**src/rtl/ipi_pkg.sv**
```systemverilog
package ipi_pkg;
    typedef enum logic [2:0] {
        OP_NOP   = 3'd0,
        OP_RAISE = 3'd1,
        OP_PEEK  = 3'd2,
        OP_WHO   = 3'd3,
        OP_ACK   = 3'd4
    } ipi_op_e;
endpackage

```
**src/rtl/ipi_decode.sv**
```systemverilog
module ipi_decode
    import ipi_pkg::*;
#(
    parameter int NCORES = 4,
    parameter int ID_W   = 3
) (
    input  logic                     valid_i,
    input  logic [2:0]               code_i,
    input  logic [ID_W-1:0]          arg_i,
    input  logic [ID_W-1:0]          issuer_i,
    output logic [NCORES*NCORES-1:0] set_o,
    output logic [NCORES*NCORES-1:0] clr_o,
    output logic                     peek_o,
    output logic                     who_o,
    output logic                     arg_ok_o,
    output logic                     issuer_ok_o
);
    localparam logic [ID_W:0] NLIM = (ID_W+1)'(NCORES);

    ipi_op_e op;

    always_comb begin
        op          = ipi_op_e'(code_i);
        arg_ok_o    = {1'b0, arg_i} < NLIM;
        issuer_ok_o = {1'b0, issuer_i} < NLIM;
        peek_o      = valid_i && (op == OP_PEEK);
        who_o       = valid_i && (op == OP_WHO);
        set_o       = '0;
        clr_o       = '0;
        for (int t = 0; t < NCORES; t++) begin
            for (int s = 0; s < NCORES; s++) begin
                // raise: row = target (arg), column = sender (issuer)
                set_o[t*NCORES+s] = valid_i && (op == OP_RAISE) && arg_ok_o && issuer_ok_o
                                    && (arg_i == ID_W'(t)) && (issuer_i == ID_W'(s)) && (t != s);
                // acknowledge: row = receiver (issuer), column = sender (arg)
                clr_o[t*NCORES+s] = valid_i && (op == OP_ACK) && arg_ok_o && issuer_ok_o
                                    && (issuer_i == ID_W'(t)) && (arg_i == ID_W'(s));
            end
        end
    end
endmodule

```
**src/rtl/ipi_row.sv**
```systemverilog
module ipi_row #(
    parameter int NCORES = 4,
    parameter int SELF   = 0
) (
    input  logic              clk,
    input  logic              rst_n,
    input  logic [NCORES-1:0] set_i,
    input  logic [NCORES-1:0] clr_i,
    output logic [NCORES-1:0] bits_o,
    output logic              pend_o
);
    typedef struct packed {
        logic [NCORES-1:0] bits;
    } row_t;

    row_t row_d, row_q;

    always_comb begin
        row_d = row_q;
        // a raise outranks an acknowledge on the same bit
        row_d.bits = (row_q.bits & ~clr_i) | set_i;
    end

    always_ff @(posedge clk or negedge rst_n) begin
        if (!rst_n) row_q <= '0;
        else        row_q <= row_d;
    end

    assign bits_o = row_q.bits;
    assign pend_o = |row_q.bits;

    p_no_self_bit_r3: assert property (@(posedge clk) disable iff (!rst_n)
        !row_q.bits[SELF]);

    for (genvar k = 0; k < NCORES; k++) begin : g_chk
        p_set_lands_r2: assert property (@(posedge clk) disable iff (!rst_n)
            set_i[k] |=> row_q.bits[k]);
        p_ack_clears_r7: assert property (@(posedge clk) disable iff (!rst_n)
            (clr_i[k] && !set_i[k]) |=> !row_q.bits[k]);
        p_bit_holds_r8: assert property (@(posedge clk) disable iff (!rst_n)
            (!clr_i[k] && !set_i[k]) |=> $stable(row_q.bits[k]));
    end
endmodule

```
**src/rtl/ipi_readback.sv**
```systemverilog
module ipi_readback #(
    parameter int NCORES = 4,
    parameter int ID_W   = 3
) (
    input  logic                     clk,
    input  logic                     rst_n,
    input  logic                     peek_i,
    input  logic                     who_i,
    input  logic                     arg_ok_i,
    input  logic                     issuer_ok_i,
    input  logic [ID_W-1:0]          arg_i,
    input  logic [ID_W-1:0]          issuer_i,
    input  logic [NCORES-1:0]        pend_i,
    input  logic [NCORES*NCORES-1:0] bits_i,
    output logic                     rd_valid_o,
    output logic [NCORES-1:0]        rd_data_o
);
    typedef struct packed {
        logic              valid;
        logic [NCORES-1:0] data;
    } rb_t;

    rb_t rb_d, rb_q;

    always_comb begin
        rb_d       = '0;
        rb_d.valid = peek_i || who_i;
        for (int t = 0; t < NCORES; t++) begin
            if (peek_i && arg_ok_i && (arg_i == ID_W'(t)))
                rb_d.data[0] = pend_i[t];
            if (who_i && issuer_ok_i && (issuer_i == ID_W'(t)))
                rb_d.data = bits_i[t*NCORES +: NCORES];
        end
    end

    always_ff @(posedge clk or negedge rst_n) begin
        if (!rst_n) rb_q <= '0;
        else        rb_q <= rb_d;
    end

    assign rd_valid_o = rb_q.valid;
    assign rd_data_o  = rb_q.data;

    p_query_answers_r4: assert property (@(posedge clk) disable iff (!rst_n)
        (peek_i || who_i) |=> rd_valid_o);
    p_quiet_when_idle_r10: assert property (@(posedge clk) disable iff (!rst_n)
        !(peek_i || who_i) |=> (!rd_valid_o && rd_data_o == '0));
    p_peek_single_bit_r4: assert property (@(posedge clk) disable iff (!rst_n)
        peek_i |=> (rd_data_o[NCORES-1:1] == '0));
endmodule

```
**src/rtl/ipi_unit.sv**
```systemverilog
module ipi_unit
    import ipi_pkg::*;
#(
    parameter int NCORES = 4,
    parameter int ID_W   = 3
) (
    input  logic              clk,
    input  logic              rst_n,
    input  logic              cmd_valid,
    input  logic [2:0]        cmd_code,
    input  logic [ID_W-1:0]   cmd_arg,
    input  logic [ID_W-1:0]   cmd_issuer,
    output logic              rd_valid,
    output logic [NCORES-1:0] rd_data,
    output logic [NCORES-1:0] irq_out
);
    localparam int NBITS = NCORES * NCORES;

    logic [NBITS-1:0]  set_m, clr_m, bits_m;
    logic [NCORES-1:0] pend;
    logic              peek, who, arg_ok, issuer_ok;

    ipi_decode #(.NCORES(NCORES), .ID_W(ID_W)) u_dec (
        .valid_i    (cmd_valid),
        .code_i     (cmd_code),
        .arg_i      (cmd_arg),
        .issuer_i   (cmd_issuer),
        .set_o      (set_m),
        .clr_o      (clr_m),
        .peek_o     (peek),
        .who_o      (who),
        .arg_ok_o   (arg_ok),
        .issuer_ok_o(issuer_ok)
    );

    for (genvar t = 0; t < NCORES; t++) begin : g_row
        ipi_row #(.NCORES(NCORES), .SELF(t)) u_row (
            .clk   (clk),
            .rst_n (rst_n),
            .set_i (set_m[t*NCORES +: NCORES]),
            .clr_i (clr_m[t*NCORES +: NCORES]),
            .bits_o(bits_m[t*NCORES +: NCORES]),
            .pend_o(pend[t])
        );
    end

    ipi_readback #(.NCORES(NCORES), .ID_W(ID_W)) u_rb (
        .clk        (clk),
        .rst_n      (rst_n),
        .peek_i     (peek),
        .who_i      (who),
        .arg_ok_i   (arg_ok),
        .issuer_ok_i(issuer_ok),
        .arg_i      (cmd_arg),
        .issuer_i   (cmd_issuer),
        .pend_i     (pend),
        .bits_i     (bits_m),
        .rd_valid_o (rd_valid),
        .rd_data_o  (rd_data)
    );

    assign irq_out = pend;

    p_self_raise_inert_r3: assert property (@(posedge clk) disable iff (!rst_n)
        (cmd_valid && cmd_code == 3'd1 && cmd_arg == cmd_issuer) |=> $stable(irq_out));
    p_idle_inert_r10: assert property (@(posedge clk) disable iff (!rst_n)
        !cmd_valid |=> $stable(irq_out));
    p_out_of_range_inert_r9: assert property (@(posedge clk) disable iff (!rst_n)
        (cmd_valid && ({1'b0, cmd_arg} >= (ID_W+1)'(NCORES))) |=> $stable(irq_out));
endmodule

```
**config.mk**
```make
export PLATFORM = sky130hd
export DESIGN_NAME = ipi_unit
export DESIGN_NICKNAME = d
export VERILOG_FILES = /design/src/rtl/ipi_pkg.sv /design/src/rtl/ipi_decode.sv /design/src/rtl/ipi_row.sv /design/src/rtl/ipi_readback.sv /design/src/rtl/ipi_unit.sv
export SDC_FILE = /design/constraint.sdc
export NUM_CORES = 1
export LEC_CHECK = 0
export BUFFER_PORTS_ARGS = -buffer_cell sky130_fd_sc_hd__buf_4
export CAP_MARGIN = 10
export CORE_MARGIN = 1.5
export CORE_UTILIZATION = 40
export CTS_CLUSTER_DIAMETER = 50
export CTS_CLUSTER_SIZE = 12
export DETAILED_ROUTE_END_ITERATION = 10
export SETUP_SLACK_MARGIN = 0.2
export SLEW_MARGIN = 30
export SYNTH_ARGS = -nofsm -noshare
export SYNTH_HDL_FRONTEND = slang
export SYNTH_SLANG_ARGS = --single-unit
export TNS_END_PERCENT = 100
```
**constraint.sdc**
```tcl
create_clock -name clk -period 1.4 [get_ports clk]
set_input_delay 0.07 -clock clk [delete_from_list [all_inputs] [get_ports clk]]
set_output_delay 0.07 -clock clk [all_outputs]
set_load 0.05 [all_outputs]
```
* Word-level counts from Yosys, hierarchy flattened
Cells that the tools add are included.
Storage, ports and cells: input port bits 12, register bits after elaboration 21
Cells by class: order comparisons 2, equal/unequal tests 10, muxes and demuxes 8, bitwise logic cells 12, reductions and logical operators 61
Operators with widths (count):
- logical AND 1 bit | 54
- == test 3 x 2 -> 1 bit, second input constant | 6
- bitwise AND 4 bit | 4
- two-way mux 4 bit | 4
- inverter 4 bit | 4
- OR reduction 4 bit | 4
- OR 4 bit | 3
- == test 3 x 1 -> 1 bit, second input constant | 3
- logical NOT 3 bit | 2
- < comparator 3 bit, second input constant | 2
- two-way mux 1 bit | 4
- OR 4 x 3 -> 4 bit | 1
- == test 3 bit, second input constant | 1
- logical OR 1 bit | 1

* Logic depth before layout (Yosys ltp)
Gate-level depths: netlist of the first run.
depth in word-level cells 12, depth in mapped cells 7, gate-level depth less buffers 5

* Hierarchy
Synthesis of the first run repeated with hierarchy kept, for this count alone.
Unflattened totals: cells, all modules 149, area, all modules 1453.9 um^2
Modules (own cells, without submodules):
- ipi_row | area an instance 153.9 um^2, cells an instance 13, instances 4, seq. area each 100.1 um^2
- ipi_decode | area an instance 434.2 um^2, cells an instance 60, instances 1, seq. area each 0.0 um^2
- ipi_readback | area an instance 404.1 um^2, cells an instance 37, instances 1, seq. area each 125.1 um^2

* Worst setup path after synthesis of the first run
No wires, ideal clock.
kind register to register, start register g_row[1].u_row.row_q (netlist bit g_row[1].u_row.bits_o[2]), end register u_rb.rb_q (netlist bit u_rb.rd_data_o[0]), data required time 1273 ps, setup slack -110 ps, clock period less this slack 1510 ps, stages on the path, launching flop included 6, arrival 1383 ps, cell sequence dfrtp_1 -> or4_4 -> nor4_2 -> a31oi_1 -> o22ai_1 -> a21boi_1
RTL lines:
- start, declared | RTL line ipi_row.sv:16 | row_t row_d, row_q;
- start signal, assigned | RTL line ipi_row.sv:26 | else row_q <= row_d;
- end signal, assigned | RTL line ipi_readback.sv:38 | else rb_q <= rb_d;
- end, declared | RTL line ipi_readback.sv:23 | rb_t rb_d, rb_q;

* Worst setup path after layout of the first run
start register g_row[1].u_row.row_q (netlist bit g_row[1].u_row.bits_o[2]), end output irq_out[1]
On the way: longest elaborated chain between the ends 1
Ends and longest elaborated chain:
- OR reduction 4 bit | RTL line ipi_row.sv:30 | assign pend_o = |row_q.bits;
- end, declared | RTL line ipi_unit.sv:15 | output logic [NCORES-1:0] irq_out
Every way passes these cells.

==> impl_metrics.py, run 1 <==
metrics = {
    "global_routing": {
        "grt_pass1_vias": 1122,
        "grt_pass1_wl_um": 5180,
        "antenna_found_initial": 0,
        "grt_use_total": 0.212,
        "grt-ovfl-total": 0,
        "grt_max_degree": 22,
    },
    "clocking": {
        "clkLatencyLatePin_ns": 0.30,
        "cts_tree": "built",
        "cts_root_buf": "clkbuf_4",
        "cts_buffers": 3,
        "cts_buffer_depth": 2,
        "cts_max_level": 1,
        "path_clk_slew_ns": 0.12,
        "clkSinkCount": 21,
    },
    "status": {
        "failed_checks": "setup timing",
        "status": "finished with violations",
    },
    "layout": {
        "nets": 179,
        "layout_common_cells": "buf_4 (42), dfrtp_1 (21), o21ai_0 (13)",
        "fillers": 260,
        "area_delta_synth_final_pct": 38.6,
        "utilization": 0.580,
        "seq_area_um2": 526,
        "multi_input_area_um2": 591,
        "final_common_cell": "buf_4",
        "post-route-cell-area_um2": 1600,
        "drive_above_1_share": 0.386,
        "diodes": 0,
    },
    "setup_path": {
        "end_kind": "primary output",
        "crit_arrival_ns": 1.56,
        "crit_required_ns": 1.33,
        "crit_type": "reg -> out",
        "path_cells": "or4_4 > buf_6 > buf_8",
        "start_kind": "flip-flop",
        "critPathMaxStageDelay_ns": 0.58,
        "r2r_slack_ns": -0.16,
        "crit_fanout": 2,
        "cp_slowest_cell": "or4_4",
    },
    "die": {
        "initial_core_util": 0.419,
        "dieArea_um2": 3220,
        "io_pins": 21,
        "fp.coreArea_um2": 2760,
        "die_x_um": 56.7,
        "rows": 19,
        "die_y_um": 56.7,
    },
    "power": {
        "p_per_area_nw_per_um2": 700,
        "p_leak_uw": 0.000712,
        "ir_drop_mv": 0.436,
        "p_total_uw": 1120,
    },
    "placed_design": {
        "place_area_um2": 1450,
        "hpwl_um": 2360,
        "io_buffers": 20,
        "place_congestion": 0.930,
        "dpl_worst_slack_ns": -0.108,
    },
    "timing": {
        "final.min_clock_period_ns": 1.63,
        "setup-violations-final": 5,
        "fin_tns_setup_ns": -0.907,
        "rsz0062_at_grt": "true",
        "max-slew-margin-rel": 0.716,
        "finalHoldViolCount": 0,
        "worst_slew_pin_slew_ns": 0.423,
        "setup_ws_ns": -0.227,
        "fin_crit_sh": 1.16,
        "clock.fmax_mhz": 615,
        "finalClockSkew_ns": 0.00655,
        "final_max_slew_viol_count": 0,
    },
    "synth": {
        "postSynthAreaPerCell_um2": 9.39,
        "synth_nets": 135,
        "synth_edf_count": 0,
        "synth_seq_cells": 21,
        "synth_top_area_frac": 0.455,
        "async_reset_ff_frac": 1.00,
        "synth_area_leaders": "dfrtp_1 (46%), o21ai_0 (5.6%), a22oi_1 (3.9%)",
        "synth.yosys.seq_area_share": 0.455,
        "synth_area_um2": 1150,
        "synthCells": 123,
        "synthDistinctLibCells": 37,
        "yosysWarnings": 0,
        "synthFlopType": "dfrtp_1",
        "yosys.area.top_type": "dfrtp_1",
    },
    "detailed_routing": {
        "drtIter0Drc": 40,
        "drt-total-wl_um": 3250,
        "viasPerCell": 5.69,
        "firstDrtPassIters": 4,
        "routed-via-count": 1120,
        "drtAntennaViolNets": 0,
        "drt_drc_violations_left": 0,
        "routedWlPerCell_um": 16.5,
    },
    "worst_hold_path": {
        "min_path_type": "in -> reg",
    },
    "run": {
        "drv_cap": 0,
    },
}
-- registers in the layout, indices dropped and copies added (netlist names) --
| register | flops |
|---|---|
| g_row.u_row.bits_o | 16 |
| u_rb.rd_valid_o | 1 |
| u_rb.rd_data_o | 4 |
-- metal layers --
layer | up-vias | GRT usage | wire length (um)
met5 | - | 0 | 0
met4 | 0 | 0.0698 | 29
met3 | 6 | 0.0276 | 190
met2 | 47 | 0.375 | 1670
met1 | 528 | 0.265 | 1360
li1 | 539 | - | -
-- power by group --
part / internal (uW) / leakage [uW] / switching (uW)
Combinational: 88.8 / 0.000410 / 114
Sequential: 614 / 0.000287 / 4.02
Clock: 111 / 0.0000150 / 189
-- final cells by class --
type | count | area share
Multi-Input combinational cell | 90 | 0.369
Sequential cell | 21 | 0.328
Timing Repair Buffer | 50 | 0.260
Tap cell | 31 | 0.0242
Clock buffer | 4 | 0.0164
Inverter | 1 | 0.00235
-- critical path, delay by kind of cell, from the launching register on --
kind,cells,cell delay (ns)
buffers and inverters,2,0.29
flip-flops,1,0.40
AND/OR/NAND/NOR,1,0.58
-- worst paths after layout --
| path | start | endpoint | cells past startpoint |
|---|---|---|---|
| min in group asynchronous | rst_n | u_rb.rd_data_o[2] | 2 |
| setup reg to reg | g_row[0].u_row.bits_o[3] | u_rb.rd_data_o[0] | 5 |
| setup / recovery | g_row[1].u_row.bits_o[2] | irq_out[1] | 3 |
| hold reg to reg | g_row[3].u_row.bits_o[1] | g_row[3].u_row.bits_o[1] | 2 |
| hold / removal | cmd_code[2] | u_rb.rd_valid_o | 2 |
| max in group asynchronous | rst_n | g_row[1].u_row.bits_o[2] | 2 |
-- metrics by stage --
stage | std cells | hold WS [ns]
6_report | 197 | 0.119
5_1_grt | 197 | 0.123
4_1_cts | 193 | 0.118
3_5_place_dp | 185 | -0.0316
3_3_place_gp | 185 | -0.0355
2_1_floorplan | 123 | -0.226
-- cells in the mapped netlist (2+ instances only) --
cell type,n
nand2_1,10
a21oi_1,6
buf_2,6
nor3_1,4
nand3_1,4
or4_1,3
nor2_1,2
and3b_1,2
o21ai_1,6
o2bb2ai_1,3
dfrtp_1,21
or2_2,2
or3_1,2
o21a_1,3
a31oi_1,2
nand2b_1,4
o21ai_0,13
nor2b_1,2
a22oi_1,6
nor3b_2,2
buf_4,4
-- cell families after synthesis --
family                 share of synthesized area
flip-flops                                 0.455
buffers and inverters                     0.0585
AO/OA/AOI/OAI                              0.226
AND/OR/NAND/NOR                            0.260
-- repair_timing --
action | 4_1_cts | 5_1_grt
hold buffers | 1 | 0
pin swaps | 4 | 5
setup buffers | 3 | 4
endpoints found under the hold margin | 21 | 0
gates resized for setup | 12 | 3
setup endpoints to repair | 5 | 5
Note: power is estimated with default switching activity, not from simulation.
==> run 2: changes to the inputs <==
==> constraint.sdc (replaced) <==
create_clock -name clk -period 1.4 [get_ports clk]
set_input_delay 0.28 -clock clk [delete_from_list [all_inputs] [get_ports clk]]
set_output_delay 0.28 -clock clk [all_outputs]
set_load 0.05 [all_outputs]
==> impl_metrics.py, run 2 (synthesis gave the netlist of run 1 again) <==
metrics = {
    "status": {
        "status": "finished with violations",
        "failed_checks": "setup timing",
    },
    "setup_path": {
        "cp_top_family": "simple AND/OR/NAND/NOR gates",
        "cp_slowest_cell": "or4_4",
        "crit_fanout": 3,
        "crit_start": "g_row[2].u_row.bits_o[0]",
        "path_cells": "or4_4 > buf_8",
        "cp.depth": 2,
        "end_kind": "primary output",
        "start_kind": "flip-flop",
        "path_buf_inv": 1,
        "r2r_cells": 6,
        "crit_arrival_ns": 1.47,
        "critPathMaxStageDelay_ns": 0.58,
        "timing.rr.start": "g_row[1].u_row.bits_o[3]",
        "crit_required_ns": 1.12,
        "crit_type": "reg -> out",
    },
    "clocking": {
        "path_clk_slew_ns": 0.12,
        "clkSinkCount": 21,
        "clkLatencyLatePin_ns": 0.31,
        "cts_buffers": 3,
        "cts_tree": "built",
        "cts_root_buf": "clkbuf_4",
        "cts_max_level": 1,
        "cts_buffer_depth": 2,
    },
    "timing": {
        "finalHoldWorstSlack_ns": 0.366,
        "fin_crit_sh": 1.25,
        "final_max_slew_viol_count": 0,
        "finalHoldViolCount": 0,
        "max-slew-margin-rel": 0.812,
        "finalClockSkew_ns": 0.00723,
        "setup-violations-final": 5,
        "clock.fmax_mhz": 571,
        "rsz0062_at_grt": "true",
        "worst_slew_pin_slew_ns": 0.280,
        "final.min_clock_period_ns": 1.75,
        "setup_ws_ns": -0.351,
    },
    "global_routing": {
        "grt_use_total": 0.222,
        "grt_pass1_vias": 1134,
        "grt_pass1_wl_um": 5420,
        "antenna_found_initial": 0,
        "grt_max_degree": 22,
        "grt-ovfl-total": 0,
    },
    "placed_design": {
        "io_buffers": 20,
        "dpl_worst_slack_ns": -0.161,
        "hpwl_um": 2510,
        "place_congestion": 0.852,
        "place_area_um2": 1520,
    },
    "power": {
        "p_total_uw": 1140,
        "ir_drop_mv": 0.529,
        "p_per_area_nw_per_um2": 681,
        "p_leak_uw": 0.000748,
    },
    "die": {
        "initial_core_util": 0.419,
        "die_x_um": 56.7,
        "fp.coreArea_um2": 2760,
        "dieArea_um2": 3220,
        "rows": 19,
        "io_pins": 21,
        "die_y_um": 56.7,
    },
    "detailed_routing": {
        "drt_drc_violations_left": 0,
        "routed-via-count": 1160,
        "firstDrtPassIters": 4,
        "drtAntennaViolNets": 0,
        "viasPerCell": 5.74,
        "routedWlPerCell_um": 16.7,
        "drtIter0Drc": 27,
        "drt-total-wl_um": 3380,
    },
    "layout": {
        "post-route-cell-area_um2": 1680,
        "utilization": 0.608,
        "area_delta_synth_final_pct": 45.2,
        "final_common_cell": "buf_4",
        "diodes": 0,
        "drive_above_1_share": 0.433,
        "largest_reg_flops": 16,
        "layout_common_cells": "buf_4 (44), dfrtp_1 (21), o21ai_1 (13)",
        "nets": 184,
    },
    "worst_hold_path": {
        "min_path_type": "in -> async",
    },
    "run": {
        "drv_cap": 0,
    },
}
[run 2: where the power goes]
group / switching [uW] / internal (uW) / leakage, uW
Sequential: 3.95 / 614 / 0.000287
Clock: 195 / 107 / 0.0000177
Combinational: 122 / 101 / 0.000443
[run 2: path summary, 6_finish.rpt]
| check | end | slack, ns |
|---|---|---|
| worst min-delay path | u_rb.rd_data_o[0] | 0.37 |
| worst min register to register | g_row[3].u_row.bits_o[3] | 0.60 |
| max in group asynchronous | g_row[0].u_row.bits_o[3] | 0.81 |
| min in group clk | g_row[2].u_row.bits_o[1] | 0.38 |
| worst max-delay path | irq_out[2] | -0.35 |
| worst max register to register | u_rb.rd_data_o[0] | -0.30 |
[run 2: timing repair]
item | in CTS | in global routing
gates resized for setup | 8 | 12
hold endpoints to repair | 21 | 0
setup endpoints to repair | 5 | 17
pin swaps | 1 | 6
buffers inserted | 2 | 3
hold buffers | 1 | 0
[run 2: layout make-up]
| type | instances | area, um2 |
|---|---|---|
| Clock inverter | 1 | 5.00 |
| Fill cell | 231 | 1080 |
| Sequential cell | 21 | 526 |
| Tap cell | 31 | 38.8 |
| Clock buffer | 3 | 22.5 |
| Inverter | 1 | 3.75 |
| Timing Repair Buffer | 55 | 464 |
| Multi-Input combinational cell | 90 | 617 |
[run 2: routing by layer]
layer | wire length [um] | GRT usage | vias up
met1 | 1410 | 0.276 | 562
met2 | 1700 | 0.374 | 37
met5 | 0 | 0 | -
li1 | - | - | 549
met4 | 83 | 0.0731 | 0
met3 | 172 | 0.0576 | 12
[run 2: stage by stage]
stage / cells / TNS [ns]
after floorplan: 123 / -0.0272
after global placement: 192 / -0.655
after detailed placement: 192 / -0.807
after CTS: 199 / -1.52
after global routing: 202 / -1.83
final: 202 / -1.58
